**config.mk**
```make
export PLATFORM = sky130hd
export DESIGN_NAME = word_queue
export DESIGN_NICKNAME = d
export VERILOG_FILES = /design/src/rtl/wq_pkg.sv /design/src/rtl/wq_ctrl.sv /design/src/rtl/wq_store.sv /design/src/rtl/wq_outreg.sv /design/src/rtl/word_queue.sv
export SDC_FILE = /design/constraint.sdc
export NUM_CORES = 1
export LEC_CHECK = 0
export ABC_AREA = 1
export BUFFER_PORTS_ARGS = -buffer_cell sky130_fd_sc_hd__buf_2
export CAP_MARGIN = 10
export CELL_PAD_IN_SITES_DETAIL_PLACEMENT = 0
export CELL_PAD_IN_SITES_GLOBAL_PLACEMENT = 2
export CORE_ASPECT_RATIO = 0.8
export CORE_MARGIN = 10
export CORE_UTILIZATION = 38
export CTS_CLUSTER_SIZE = 14
export DETAILED_ROUTE_END_ITERATION = 8
export PLACE_DENSITY_LB_ADDON = 0.1
export SYNTH_ARGS = -nofsm -noshare
export SYNTH_HDL_FRONTEND = slang
export SYNTH_SLANG_ARGS = --single-unit
export TNS_END_PERCENT = 20
```
**constraint.sdc**
```tcl
create_clock -name clk -period 5.2 [get_ports clk]
set_input_delay 1.04 -clock clk [delete_from_list [all_inputs] [get_ports clk]]
set_output_delay 1.04 -clock clk [all_outputs]
set_load 0.01 [all_outputs]
```
**src/rtl/wq_pkg.sv**
```systemverilog
package wq_pkg;

    // Result of arbitrating a push/pop request against the current fill
    typedef struct packed {
        logic push;
        logic pop;
    } wq_op_t;

    // Coarse fill class used to derive the registered flags
    typedef enum logic [1:0] {
        OCC_NONE = 2'd0,
        OCC_SOME = 2'd1,
        OCC_ALL  = 2'd2
    } wq_occ_e;

    // A push is honoured only with space left; a pop only with data present.
    function automatic wq_op_t wq_decide(logic want_push, logic want_pop,
                                         logic at_cap, logic at_zero);
        wq_op_t r;
        r.push = want_push && !at_cap;
        r.pop  = want_pop  && !at_zero;
        return r;
    endfunction

    function automatic wq_occ_e wq_classify(int unsigned cnt, int unsigned depth);
        if (cnt == 0)      return OCC_NONE;
        if (cnt >= depth)  return OCC_ALL;
        return OCC_SOME;
    endfunction

    // True for a counter/pointer combination that legal operation never builds
    function automatic logic wq_state_bad(int unsigned cnt, int unsigned gap,
                                          int unsigned depth);
        return (cnt > depth) || (gap != (cnt % depth));
    endfunction

    // Pointer distance modulo depth, written for any depth
    function automatic int unsigned wq_gap(int unsigned wr, int unsigned rd,
                                           int unsigned depth);
        return (wr >= rd) ? (wr - rd) : (wr + depth - rd);
    endfunction

endpackage

```
**src/rtl/wq_ctrl.sv**
```systemverilog
module wq_ctrl
    import wq_pkg::*;
#(
    parameter int DEPTH = 4,
    localparam int PW = (DEPTH > 1) ? $clog2(DEPTH) : 1,
    localparam int CW = $clog2(DEPTH + 1)
) (
    input  logic          clk,
    input  logic          rst,
    input  logic          want_push,
    input  logic          want_pop,
    output logic          wr_en,
    output logic [PW-1:0] wr_at,
    output logic [PW-1:0] rd_nxt,
    output logic          head_from_in,
    output logic [CW-1:0] cnt_nxt,
    output logic          bad_nxt
);

    logic [PW-1:0] wr_q, rd_q, wr_n, rd_n;
    logic [CW-1:0] cnt_q, cnt_n;
    wq_op_t        op;

    function automatic logic [PW-1:0] bump(logic [PW-1:0] p);
        return (int'(p) == DEPTH - 1) ? '0 : p + PW'(1);
    endfunction

    always_comb begin
        op    = wq_decide(want_push, want_pop,
                          int'(cnt_q) >= DEPTH, cnt_q == '0);
        wr_n  = op.push ? bump(wr_q) : wr_q;
        rd_n  = op.pop  ? bump(rd_q) : rd_q;
        cnt_n = cnt_q + CW'(op.push) - CW'(op.pop);
    end

    always_ff @(posedge clk) begin
        if (rst) begin
            wr_q  <= '0;
            rd_q  <= '0;
            cnt_q <= '0;
        end else begin
            wr_q  <= wr_n;
            rd_q  <= rd_n;
            cnt_q <= cnt_n;
        end
    end

    assign wr_en        = op.push;
    assign wr_at        = wr_q;
    assign rd_nxt       = rd_n;
    // The next head is the incoming word when it lands in the slot read next
    assign head_from_in = op.push && (rd_n == wr_q);
    assign cnt_nxt      = cnt_n;
    assign bad_nxt      = wq_state_bad(int'(cnt_n),
                                       wq_gap(int'(wr_n), int'(rd_n), DEPTH),
                                       DEPTH);

endmodule

```
**src/rtl/wq_store.sv**
```systemverilog
module wq_store #(
    parameter int DEPTH = 4,
    parameter int WIDTH = 64,
    localparam int PW = (DEPTH > 1) ? $clog2(DEPTH) : 1
) (
    input  logic             clk,
    input  logic             wr_en,
    input  logic [PW-1:0]    wr_at,
    input  logic [WIDTH-1:0] wr_word,
    input  logic [PW-1:0]    rd_sel,
    input  logic             from_in,
    output logic [WIDTH-1:0] head_nxt
);

    logic [WIDTH-1:0] slot [DEPTH];

    for (genvar i = 0; i < DEPTH; i++) begin : g_slot
        always_ff @(posedge clk) begin
            if (wr_en && (int'(wr_at) == i))
                slot[i] <= wr_word;
        end
    end

    assign head_nxt = from_in ? wr_word : slot[rd_sel];

endmodule

```
**src/rtl/wq_outreg.sv**
```systemverilog
module wq_outreg
    import wq_pkg::*;
#(
    parameter int DEPTH = 4,
    parameter int WIDTH = 64,
    localparam int CW = $clog2(DEPTH + 1)
) (
    input  logic             clk,
    input  logic             rst,
    input  logic [WIDTH-1:0] head_nxt,
    input  logic [CW-1:0]    cnt_nxt,
    input  logic             bad_nxt,
    output logic [WIDTH-1:0] q_data,
    output logic             full,
    output logic             empty,
    output logic             err
);

    wq_occ_e occ;

    assign occ = wq_classify(int'(cnt_nxt), DEPTH);

    always_ff @(posedge clk) begin
        if (rst) begin
            q_data <= '0;
            full   <= 1'b0;
            empty  <= 1'b1;
            err    <= 1'b0;
        end else begin
            q_data <= (occ == OCC_NONE) ? '0 : head_nxt;
            full   <= (occ == OCC_ALL);
            empty  <= (occ == OCC_NONE);
            err    <= bad_nxt;
        end
    end

endmodule

```
**src/rtl/word_queue.sv**
```systemverilog
module word_queue #(
    parameter int DEPTH = 4,
    parameter int WIDTH = 64
) (
    input  logic             clk,
    input  logic             rst,
    input  logic             in_valid,
    input  logic [WIDTH-1:0] in_data,
    input  logic             pop,
    output logic [WIDTH-1:0] q_data,
    output logic             full,
    output logic             empty,
    output logic             err
);

    localparam int PW = (DEPTH > 1) ? $clog2(DEPTH) : 1;
    localparam int CW = $clog2(DEPTH + 1);

    logic             wr_en, from_in, bad_nxt;
    logic [PW-1:0]    wr_at, rd_nxt;
    logic [CW-1:0]    cnt_nxt;
    logic [WIDTH-1:0] head_nxt;

    wq_ctrl #(.DEPTH(DEPTH)) u_ctrl (
        .clk          (clk),
        .rst          (rst),
        .want_push    (in_valid),
        .want_pop     (pop),
        .wr_en        (wr_en),
        .wr_at        (wr_at),
        .rd_nxt       (rd_nxt),
        .head_from_in (from_in),
        .cnt_nxt      (cnt_nxt),
        .bad_nxt      (bad_nxt)
    );

    wq_store #(.DEPTH(DEPTH), .WIDTH(WIDTH)) u_store (
        .clk      (clk),
        .wr_en    (wr_en),
        .wr_at    (wr_at),
        .wr_word  (in_data),
        .rd_sel   (rd_nxt),
        .from_in  (from_in),
        .head_nxt (head_nxt)
    );

    wq_outreg #(.DEPTH(DEPTH), .WIDTH(WIDTH)) u_out (
        .clk      (clk),
        .rst      (rst),
        .head_nxt (head_nxt),
        .cnt_nxt  (cnt_nxt),
        .bad_nxt  (bad_nxt),
        .q_data   (q_data),
        .full     (full),
        .empty    (empty),
        .err      (err)
    );

endmodule

```
==> impl_results.md, run 1 <==
* Starting DRC count in detailed routing at 527
* Hold path depth at 6
* Reg2reg end: u_out.q_data[17]
* Sw Ratio at approximately 39%
* Most frequent cells in the layout: 366 x nand2_1, 274 x inv_1, 256 x edfxtp_1, 164 x nand3_1, 134 x buf_2
* Part of the power in registers at 35.5%
* Clock Sinks at 329
* Post-Route M1 WL at 17.6 mm
* Reg2Reg Setup Slack at about 1700 ps
* Via/cell ratio at 4.48
* Wire per inst at approximately 17 um
* Clock slew at reported path FFs at 60 ps
* Vias in the first global route at 9267
* CP arrival at 4030 ps
* Final worst path period share at around 69%
* Final setup fails at 0
* Ratio of cells with drive above 1 in the final layout at roughly 15%
* All-layer global routing usage at roughly 16%
* CORE AREA at about 37000 um2
* CTS tree: done
* Reg-to-reg critical path startpoint: u_ctrl.cnt_q[2]
* DRC viols at 0
* Htree depth at 2
* Post-CTS Setup Bufs at 0
* Gate power share at 38.2%
* Clock Tree Buf Depth at 3
* Unique masters post-synth at 28
* Initial Utilization at 38.2%
* Worst setup margin at 1620 ps
* Fin. Hold Viols at 0
* Vias at 9248
* Switching power at roughly 3.7 mW
* Total Power at about 9.5 mW
* Post-CTS Resized at 0
* Synthesized area at about 14000 um2
* Syn Area/Cell at 9.87 um2
* IO Port Bufs at 134
* Fin Setup TNS at 0 ps
* Mapped Cells at 1429
* Die X at about 240 um
* Status: completed
* Largest fanout on the critical path at 30
* ANT nets after route at 0
* Uppermost layer routed: met5
* Leakage at 7.41 nW
* Cell Int Power at 5.80 mW
* Top Ports at roughly 140
* Unrepaired setup endpoints after global routing: no
* Sequential area share after synthesis at between 60% and 70%
* Synth warnings at 0
* Synth Register Bits at 329
* Slew margin rel. at ~33%
* Worst hold path startpoint: u_store.slot[0][2]
* FP Rows at 63
* Met3 wire len at 1.41 mm
* Layout area overhead at 16.3%
* Routability congestion estimate at between 0.6 and 0.7
* Clock power frac at 26.3%
* Nets at 1625
* Post-place setup slack at 1050 ps
* Worst Setup Start Kind: input port
* Initial antenna violation count at 3
* Worst hold slack at around 660 ps
* Die ar. at 45300 um2
* DP HPWL at 19.5 mm
* Tightest Pin Transition at 1000 ps
* Final core utilization at about 44%
* Kind of critical path: input port to register
* Later-pin clock latency in the skew report at 530 ps
* Layout Skew at 20.9 ps
* Syn Nets at 1507
* Root Buffer: clkbuf_16
* Commonest non-fill, non-tap cell in the layout: nand2_1
* Total clock buffers created by CTS at 37
* Max Clk Rate at roughly 280 MHz
* Hold_buf cts at 0
* Die H at roughly 190 um
* Max Cap Viol at 0
* CP endpoint kind: register
* R2R cell count at 15
* 1st-pass router iterations at 5
* Critical path launch point: in_valid
* GRT overflow at 0
* Largest net degree at the start of global routing at 69
* Critical Path RT at around 5700 ps
* Final slew viol count at 0
* Pwr Density at about 580 nW/um2
* Total length of routed met2 wires at ~16 mm
* Fin crit period at 3580 ps
* Max IR drop VDD at between 0.4 and 0.5 mV
* Hold Path Class: register to register
* Worst Hold End: u_out.q_data[2]
* Routed Wire Length at 35.9 mm
* Global-route wire length before repair at ~56 mm
routing by layer:
metal	GRT usage, %	vias to the layer above
li1	-	4741
met1	21.5	4335
met2	25.7	136
met3	3.13	34
met4	3.79	2
met5	0	-
worst max-delay path, stage by stage:
cell and delay (ps):
buf_2 120, nand2_1 370, ha_1 320, inv_1 60, ha_1 130, inv_1 50, fa_1 390, xor2_1 160
xor2_1 170, inv_2 80, o21ai_2 60, inv_2 380, buf_4 460, nand2_1 100, nor2_1 100
metrics by stage:
step | area [um2] | std cells
global placement | 15200 | 1995
detailed placement | 15200 | 1995
floorplan | 14100 | 1429
finish | 16400 | 2064
CTS | 16400 | 2062
global route | 16400 | 2063
cells in the mapped netlist:
cell type | instances | area share (%)
inv_1 | 274 | 7.3
nand3b_4 | 1 | 0.14
nand3_2 | 11 | 0.78
clkbuf_1 | 21 | 0.56
xnor2_1 | 2 | 0.12
nand2_2 | 3 | 0.13
fa_1 | 1 | 0.14
ha_1 | 9 | 0.80
o21ai_0 | 3 | 0.11
buf_6 | 3 | 0.24
buf_4 | 15 | 0.80
dfxtp_1 | 73 | 10
nor2_1 | 113 | 3.0
a21oi_1 | 6 | 0.21
nand3b_1 | 52 | 2.8
nand2_1 | 369 | 9.8
nand3_1 | 164 | 5.8
o21ai_2 | 1 | 0.062
nand2_4 | 4 | 0.32
nor2_2 | 2 | 0.089
and2_1 | 1 | 0.044
nor2_4 | 1 | 0.080
a21oi_2 | 8 | 0.50
xor2_1 | 2 | 0.12
buf_2 | 30 | 1.1
nand4_1 | 1 | 0.044
inv_2 | 3 | 0.080
edfxtp_1 | 256 | 54
final cells by class:
| cell class | instances | area, um2 |
|---|---|---|
| fillers | 3614 | 20500 |
| flip-flops and latches | 329 | 9150 |
| multi-input cells | 754 | 3590 |
| inverters | 277 | 1040 |
| clock buffers | 54 | 1030 |
| repair buffers | 148 | 851 |
| well taps | 487 | 609 |
| clock inverters | 13 | 120 |
| diodes | 2 | 5.00 |
sequential cells by signal, summed over array words and instances, names as in the netlist:
name	flops
u_out.q_data	64
u_ctrl.cnt_q	3
u_out.err	1
u_out.empty	1
u_store.slot	256
u_ctrl.wr_at	2
u_ctrl.rd_q	2
power groups by stage:
stage	registers [mW]	logic, mW	clock network (mW)
4_1_cts	3.37	3.73	2.57
3_3_place_gp	3.42	3.70	0
6_report	3.36	3.61	2.49
3_5_place_dp	3.42	3.72	0
5_1_grt	3.40	4.14	2.68
2_1_floorplan	3.50	2.47	0
worst max path at each step:
stage	endpoint
final	u_out.q_data[17]
after global routing	u_out.q_data[6]
after CTS	u_out.q_data[17]
after detailed placement	u_out.q_data[57]
after global placement	u_out.q_data[56]
after floorplan	u_store.slot[0][0]
logic make-up (layout without fill, tap and decap cells):
group	Yosys count	after routing	synth area share, %
AO/OA/AOI/OAI	18	18	0.878
XOR/XNOR	4	4	0.248
adder cells (fa/ha/maj)	10	10	0.940
buffers and inverters	346	492	10.0
flip-flops	329	329	64.9
other	0	2	0
AND/OR/NAND/NOR	722	722	23.0
Note: power is estimated with default switching activity, not from simulation.
==> run 2, diff against run 1 <==
--- a/config.mk
+++ b/config.mk
@@ -12,7 +12,7 @@
 export CELL_PAD_IN_SITES_GLOBAL_PLACEMENT = 2
 export CORE_ASPECT_RATIO = 0.8
 export CORE_MARGIN = 10
-export CORE_UTILIZATION = 38
+export CORE_UTILIZATION = 34
 export CTS_CLUSTER_SIZE = 14
 export DETAILED_ROUTE_END_ITERATION = 8
 export PLACE_DENSITY_LB_ADDON = 0.1
==> constraint.sdc (replaced) <==
create_clock -name clk -period 3.1 [get_ports clk]
set_input_delay 0.62 -clock clk [delete_from_list [all_inputs] [get_ports clk]]
set_output_delay 0.62 -clock clk [all_outputs]
set_load 0.01 [all_outputs]
==> run 2 against run 1 <==
Power up 75%. Count of clock-buffer cells in the layout is 6 higher. Clock power up 77%. Cell area up 2.5%. Global-route usage is 0.59 points lower. Register-to-register slack worse by 1400 ps. Non-clock buffer count grew 21. Sequential power increased by 68%. Critical path type is now register to register. Critical endpoint is now u_out.q_data[53]. Highest routed layer unchanged.
==> impl_results.md, run 2 (synthesized netlist as in run 1, its figures left out) <==
* Status: completed
* Die ar. at 50100 um2
* CP arrival at 3240 ps
* Fillers at 4007
* Kind of critical path: register to register
* Post-CTS Setup Bufs at 0
* Root Buffer: clkbuf_16
* 1st-pass router iterations at 4
* Layout area overhead at 19.2%
* Leakage at approximately 7.6 nW
* Final setup fails at 0
* Starting DRC count in detailed routing at roughly 460
* GRT overflow at 0
* Routability congestion estimate at 0.712
* Max Clk Rate at 354 MHz
* Ratio of cells with drive above 1 in the final layout at 16.4%
* Initial Utilization at ~35%
* CORE AREA at 40800 um2
* Layout Skew at 9.83 ps
* Reg2Reg Setup Slack at 280 ps
* CP cell instances: nor2_2 -> nand2_2 -> nand2_4 -> inv_1 -> ha_1 -> inv_1 -> ha_1 -> inv_1 -> fa_1 -> xor2_1 -> xor2_1 -> inv_2 -> o21ai_2 -> inv_2 -> buf_12 -> nand2_1 -> nor2_1
* Crit-path most repeated cell: inv_1
* Die H at 202 um
* Hold Path Class: input port to register
* Clock Tree Buf Depth at 3
* Commonest non-fill, non-tap cell in the layout: nand2_1
* Largest fanout on the critical path at 30
* DRC viols at 0
* Clock slew at reported path FFs at 60 ps
* Fin crit period at 2820 ps
* Hold_buf cts at 0
* Dpl cells at between 2k and 2.5k
* Fin. Hold Viols at 0
* Worst hold slack at approximately 320 ps
* Total clock buffers created by CTS at 37
* Critical Path RT at 3520 ps
* DP HPWL at 21.2 mm
* Die X at 248 um
* Post-Layout Cell Count at between 2k and 2.5k
* Worst Setup Start Kind: register
* Slowest cell on the critical path: fa_1
* Largest delay share family, worst path: adder cells
* Wire per inst at 17.7 um
* Unrepaired setup endpoints after global routing: no
* Most flop-heavy register: u_store.slot
* WP buf/inv at 6
* Largest net degree at the start of global routing at 71
* Vias at 9461
* Final worst path period share at a little over 90%
* Post-CTS Resized at 0
* Tightest Pin Transition at 595 ps
* Max Cap Viol at 0
* Later-pin clock latency in the skew report at 520 ps
* Via/cell ratio at 4.41
* Biggest regs: u_store.slot: 256 flops, u_out.q_data: 64 flops, u_ctrl.cnt_q: 3 flops
* Final core utilization at roughly two fifths
* Final slew viol count at 0
* Global-route wire length before repair at slightly below 60 mm
* Htree depth at 2
* Max reg flops at 256
* CP endpoint kind: register
* FP Rows at 66
* Total Power at 16.5 mW
* ANT nets after route at 0
* Worst setup margin at 278 ps
* Slowest stage delay, CP at 400 ps
* Pwr Density at approximately 980 nW/um2
* Clock Sinks at 329
* Nets at 1646
* Slew margin rel. at 60.2%
* All-layer global routing usage at 15.2%
* Vias in the first global route at 9713
* Max IR drop VDD at between 0.6 and 0.7 mV
* Post-place setup slack at between 100 and 150 ps
* Most frequent cells in the layout: 366 x nand2_1, 274 x inv_1, 256 x edfxtp_1, 164 x nand3_1, 134 x buf_2
* Top Ports at 135
* CTS tree: done
* Routed Wire Length at ~38 mm
* Initial antenna violation count at 5
* IO Port Bufs at 134
[run 2: changes by cell type in the layout (fill, tap and decap cells not counted), sizes merged]
cell,previous run,this run
diode,2,3
clkbuf,54,60
inv,277,278
clkinv,11,4
buf,148,169
[run 2: worst paths after layout]
check	from	endpoint	depth (start not counted)
max	u_ctrl.cnt_q[1]	u_out.q_data[53]	17
max reg2reg	u_ctrl.cnt_q[1]	u_out.q_data[53]	17
min reg2reg	u_ctrl.cnt_q[2]	u_ctrl.cnt_q[2]	3
min	in_data[28]	u_store.slot[3][28]	1
[run 2: metrics by stage]
step           TNS, ps  instance area (um2)
4_1_cts              0                16800
2_1_floorplan  -216200                14100
3_5_place_dp         0                15600
5_1_grt              0                16800
6_report             0                16800
3_3_place_gp         0                15600
[run 2: where the power goes]
part	leakage, nW	switching [mW]	internal, mW
logic	4.04	4.39	2.09
clock network	0.602	1.72	2.69
registers	2.95	0.186	5.45
total	7.58	6.30	10.2
[run 2: area by class of cell]
class / instances / area [um2] / share of cell area (%)
sequential: 329 / 9150 / 54.4
multi-input combinational: 754 / 3590 / 21.4
clock buffer: 60 / 1150 / 6.82
timing repair buffer: 169 / 1110 / 6.60
inverter: 277 / 1040 / 6.19
tap: 544 / 681 / 4.05
clock inverter: 7 / 86.3 / 0.514
antenna: 3 / 7.51 / 0.0447
[run 2: metal layers]
metal | vias up | global-route usage (%) | share of wire [%]
met5 | - | 0 | 0.071
met4 | 4 | 3.76 | 1.7
met3 | 53 | 3.18 | 4.7
met2 | 164 | 25.0 | 47
met1 | 4452 | 20.1 | 47
li1 | 4788 | - | -
==> run 3, diff against run 2 <==
--- a/config.mk
+++ b/config.mk
@@ -15,7 +15,7 @@
 export CORE_UTILIZATION = 34
 export CTS_CLUSTER_SIZE = 14
 export DETAILED_ROUTE_END_ITERATION = 8
-export PLACE_DENSITY_LB_ADDON = 0.1
+export PLACE_DENSITY_LB_ADDON = 0.08
 export SYNTH_ARGS = -nofsm -noshare
 export SYNTH_HDL_FRONTEND = slang
 export SYNTH_SLANG_ARGS = --single-unit
==> run 3 against run 2 <==
Maximum frequency increased by 0.42%. Worst hold slack got worse by 0.85 ps. Worst setup slack improved by 12 ps. Clock skew increased by 6.3 ps. Sequential power about the same. First-iteration DRC count increased by 2.4%. Register-to-register slack about the same. Sequential cell count unchanged. Critical path type unchanged. Largest cell class unchanged. Largest power group unchanged.
==> impl_results.md, run 3 (synthesized netlist as in run 1, its figures left out) <==
* Top Ports at 135
* GRT overflow at 0
* Reg2reg end: u_out.q_data[55]
* Commonest non-fill, non-tap cell in the layout: nand2_1
* Wire per inst at 17.5 um
* Most Crowded Layer GR: met2
* Htree depth at 2
* CORE AREA at 40800 um2
* Pwr Density at 983 nW/um2
* Final setup fails at 0
* Die X at 248 um
* Most flop-heavy register: u_store.slot
* Vias in the first global route at 9549
* Nets at 1655
* CP arrival at about 3200 ps
* GRT met1 Usage at 20.3%
* Reg-to-reg critical path startpoint: u_ctrl.cnt_q[1]
* Worst hold path startpoint: in_data[60]
* ANT nets after route at 0
* Layout area overhead at 19.7%
* Hold_buf cts at 0
* R2R cell count at 17
* Worst hold slack at 317 ps
* Ratio of cells with drive above 1 in the final layout at 17.0%
* IO Port Bufs at 134
* Clock slew at reported path FFs at roughly 60 ps
* Critical path launch point: u_ctrl.cnt_q[1]
* Clock Sinks at 329
* Routability congestion estimate at 0.717
* Max Clk Rate at 356 MHz
* Hold Path Class: input port to register
* Largest fanout on the critical path at 30
* Initial antenna violation count at 3
* Via/cell ratio at 4.36
* Kind of critical path: register to register
* Fin. Hold Viols at 0
* Largest net degree at the start of global routing at 57
* Initial Utilization at 34.6%
* CTS tree: done
* Worst Hold End: u_store.slot[0][60]
* Status: completed
* Clock Tree Buf Depth at 3
* Final worst path period share at between 90% and 100%
* Leakage at 7.64 nW
* Starting DRC count in detailed routing at 475
* Biggest regs: u_store.slot: 256 flops, u_out.q_data: 64 flops, u_ctrl.cnt_q: 3 flops
* Max IR drop VDD at 0.547 mV
* Die ar. at 50100 um2
* Post-CTS Setup Bufs at 0
* Global-route wire length before repair at 58.1 mm
* DP HPWL at 22.2 mm
* Slew margin rel. at 57.3%
* DRC viols at 0
* Final slew viol count at 0
* Grt met2 use at 24.7%
* Most frequent cells in the layout: 366 x nand2_1, 274 x inv_1, 256 x edfxtp_1, 164 x nand3_1, 134 x buf_2
* Die H at ~200 um
* Unrepaired setup endpoints after global routing: no
* Vias at between 9k and 10k
* CP endpoint kind: register
* 1st-pass router iterations at 4
* Final core utilization at roughly two fifths
* Total clock buffers created by CTS at 38
* Hold path depth at 1
* FP Rows at 66
* Max Cap Viol at 0
* Tightest Pin Transition at 639 ps
* All-layer global routing usage at 15.2%
* Root Buffer: clkbuf_16
* Fin crit period at 2810 ps
* Later-pin clock latency in the skew report at 530 ps
* Layout Skew at 16.2 ps
* Worst Setup Start Kind: register
* Reg2Reg Setup Slack at 290 ps
* Met3 Resource Use GR at 2.98%
* Max reg flops at 256
* Total Power at 16.6 mW
* Routed Wire Length at roughly 38 mm
* Critical Path RT at 3520 ps
run 3: changes by cell type in the layout (fill, tap and decap cells not counted), sizes merged:
cell and change:
buf +8, clkinv +6, clkbuf -3, bufinv -1, clkinvlp +1
run 3: routing by layer:
metal | share of wire, % | routed length, um | vias up
li1 | - | - | 4799
met1 | 48 | 17900 | 4403
met2 | 46 | 17500 | 137
met3 | 4.4 | 1640 | 41
met4 | 1.6 | 619 | 2
met5 | 0.048 | 18 | -
run 3: worst max path at each step:
stage                         endpoint  cells after the start
floorplan           u_store.slot[0][0]                      2
global placement      u_out.q_data[52]                     16
detailed placement    u_out.q_data[55]                     16
CTS                   u_out.q_data[55]                     17
global route          u_out.q_data[49]                     17
finish                u_out.q_data[55]                     17
run 3: metrics by stage:
| stage | TNS, ps | setup slack (ps) | cell area, um2 | instances |
|---|---|---|---|---|
| 2_1_floorplan | -216200 | -845 | 14100 | 1429 |
| 3_3_place_gp | 0 | 104 | 15600 | 2081 |
| 3_5_place_dp | 0 | 127 | 15600 | 2081 |
| 4_1_cts | 0 | 267 | 16900 | 2151 |
| 5_1_grt | 0 | 13.3 | 16900 | 2152 |
| 6_report | 0 | 290 | 16900 | 2154 |
run 3: final cells by class:
class                      instances  area (um2)
antenna                            3        7.51
clock buffer                      57        1160
clock inverter                    13        86.3
fill                            4021       23900
inverter                         277        1040
multi-input combinational        754        3600
sequential                       329        9150
tap                              544         681
timing repair buffer             177        1170
run 3: repair_timing:
action / in CTS / in global routing
endpoints found under the hold margin: 0 / 0
resized for setup: 0 / 1
setup endpoints to repair: 0 / 3
run 3: power breakdown:
group | leakage [nW] | switching (mW) | total (mW) | internal, mW
clock | 0.610 | 1.76 | 4.42 | 2.66
combinational | 4.08 | 4.38 | 6.54 | 2.16
sequential | 2.95 | 0.189 | 5.64 | 5.45
total | 7.64 | 6.33 | 16.6 | 10.3
run 3: worst max-delay path, cell delays in order (launching register included):
cell and delay [ps]:
dfxtp_1 340, nor2_2 130, nand2_2 130, nand2_4 80
inv_1 40, ha_1 260, inv_1 60, ha_1 130
inv_1 50, fa_1 390, xor2_1 180, xor2_1 230
inv_2 90, o21ai_4 160, inv_2 90, buf_12 180
nand2_1 90, nor2_1 40
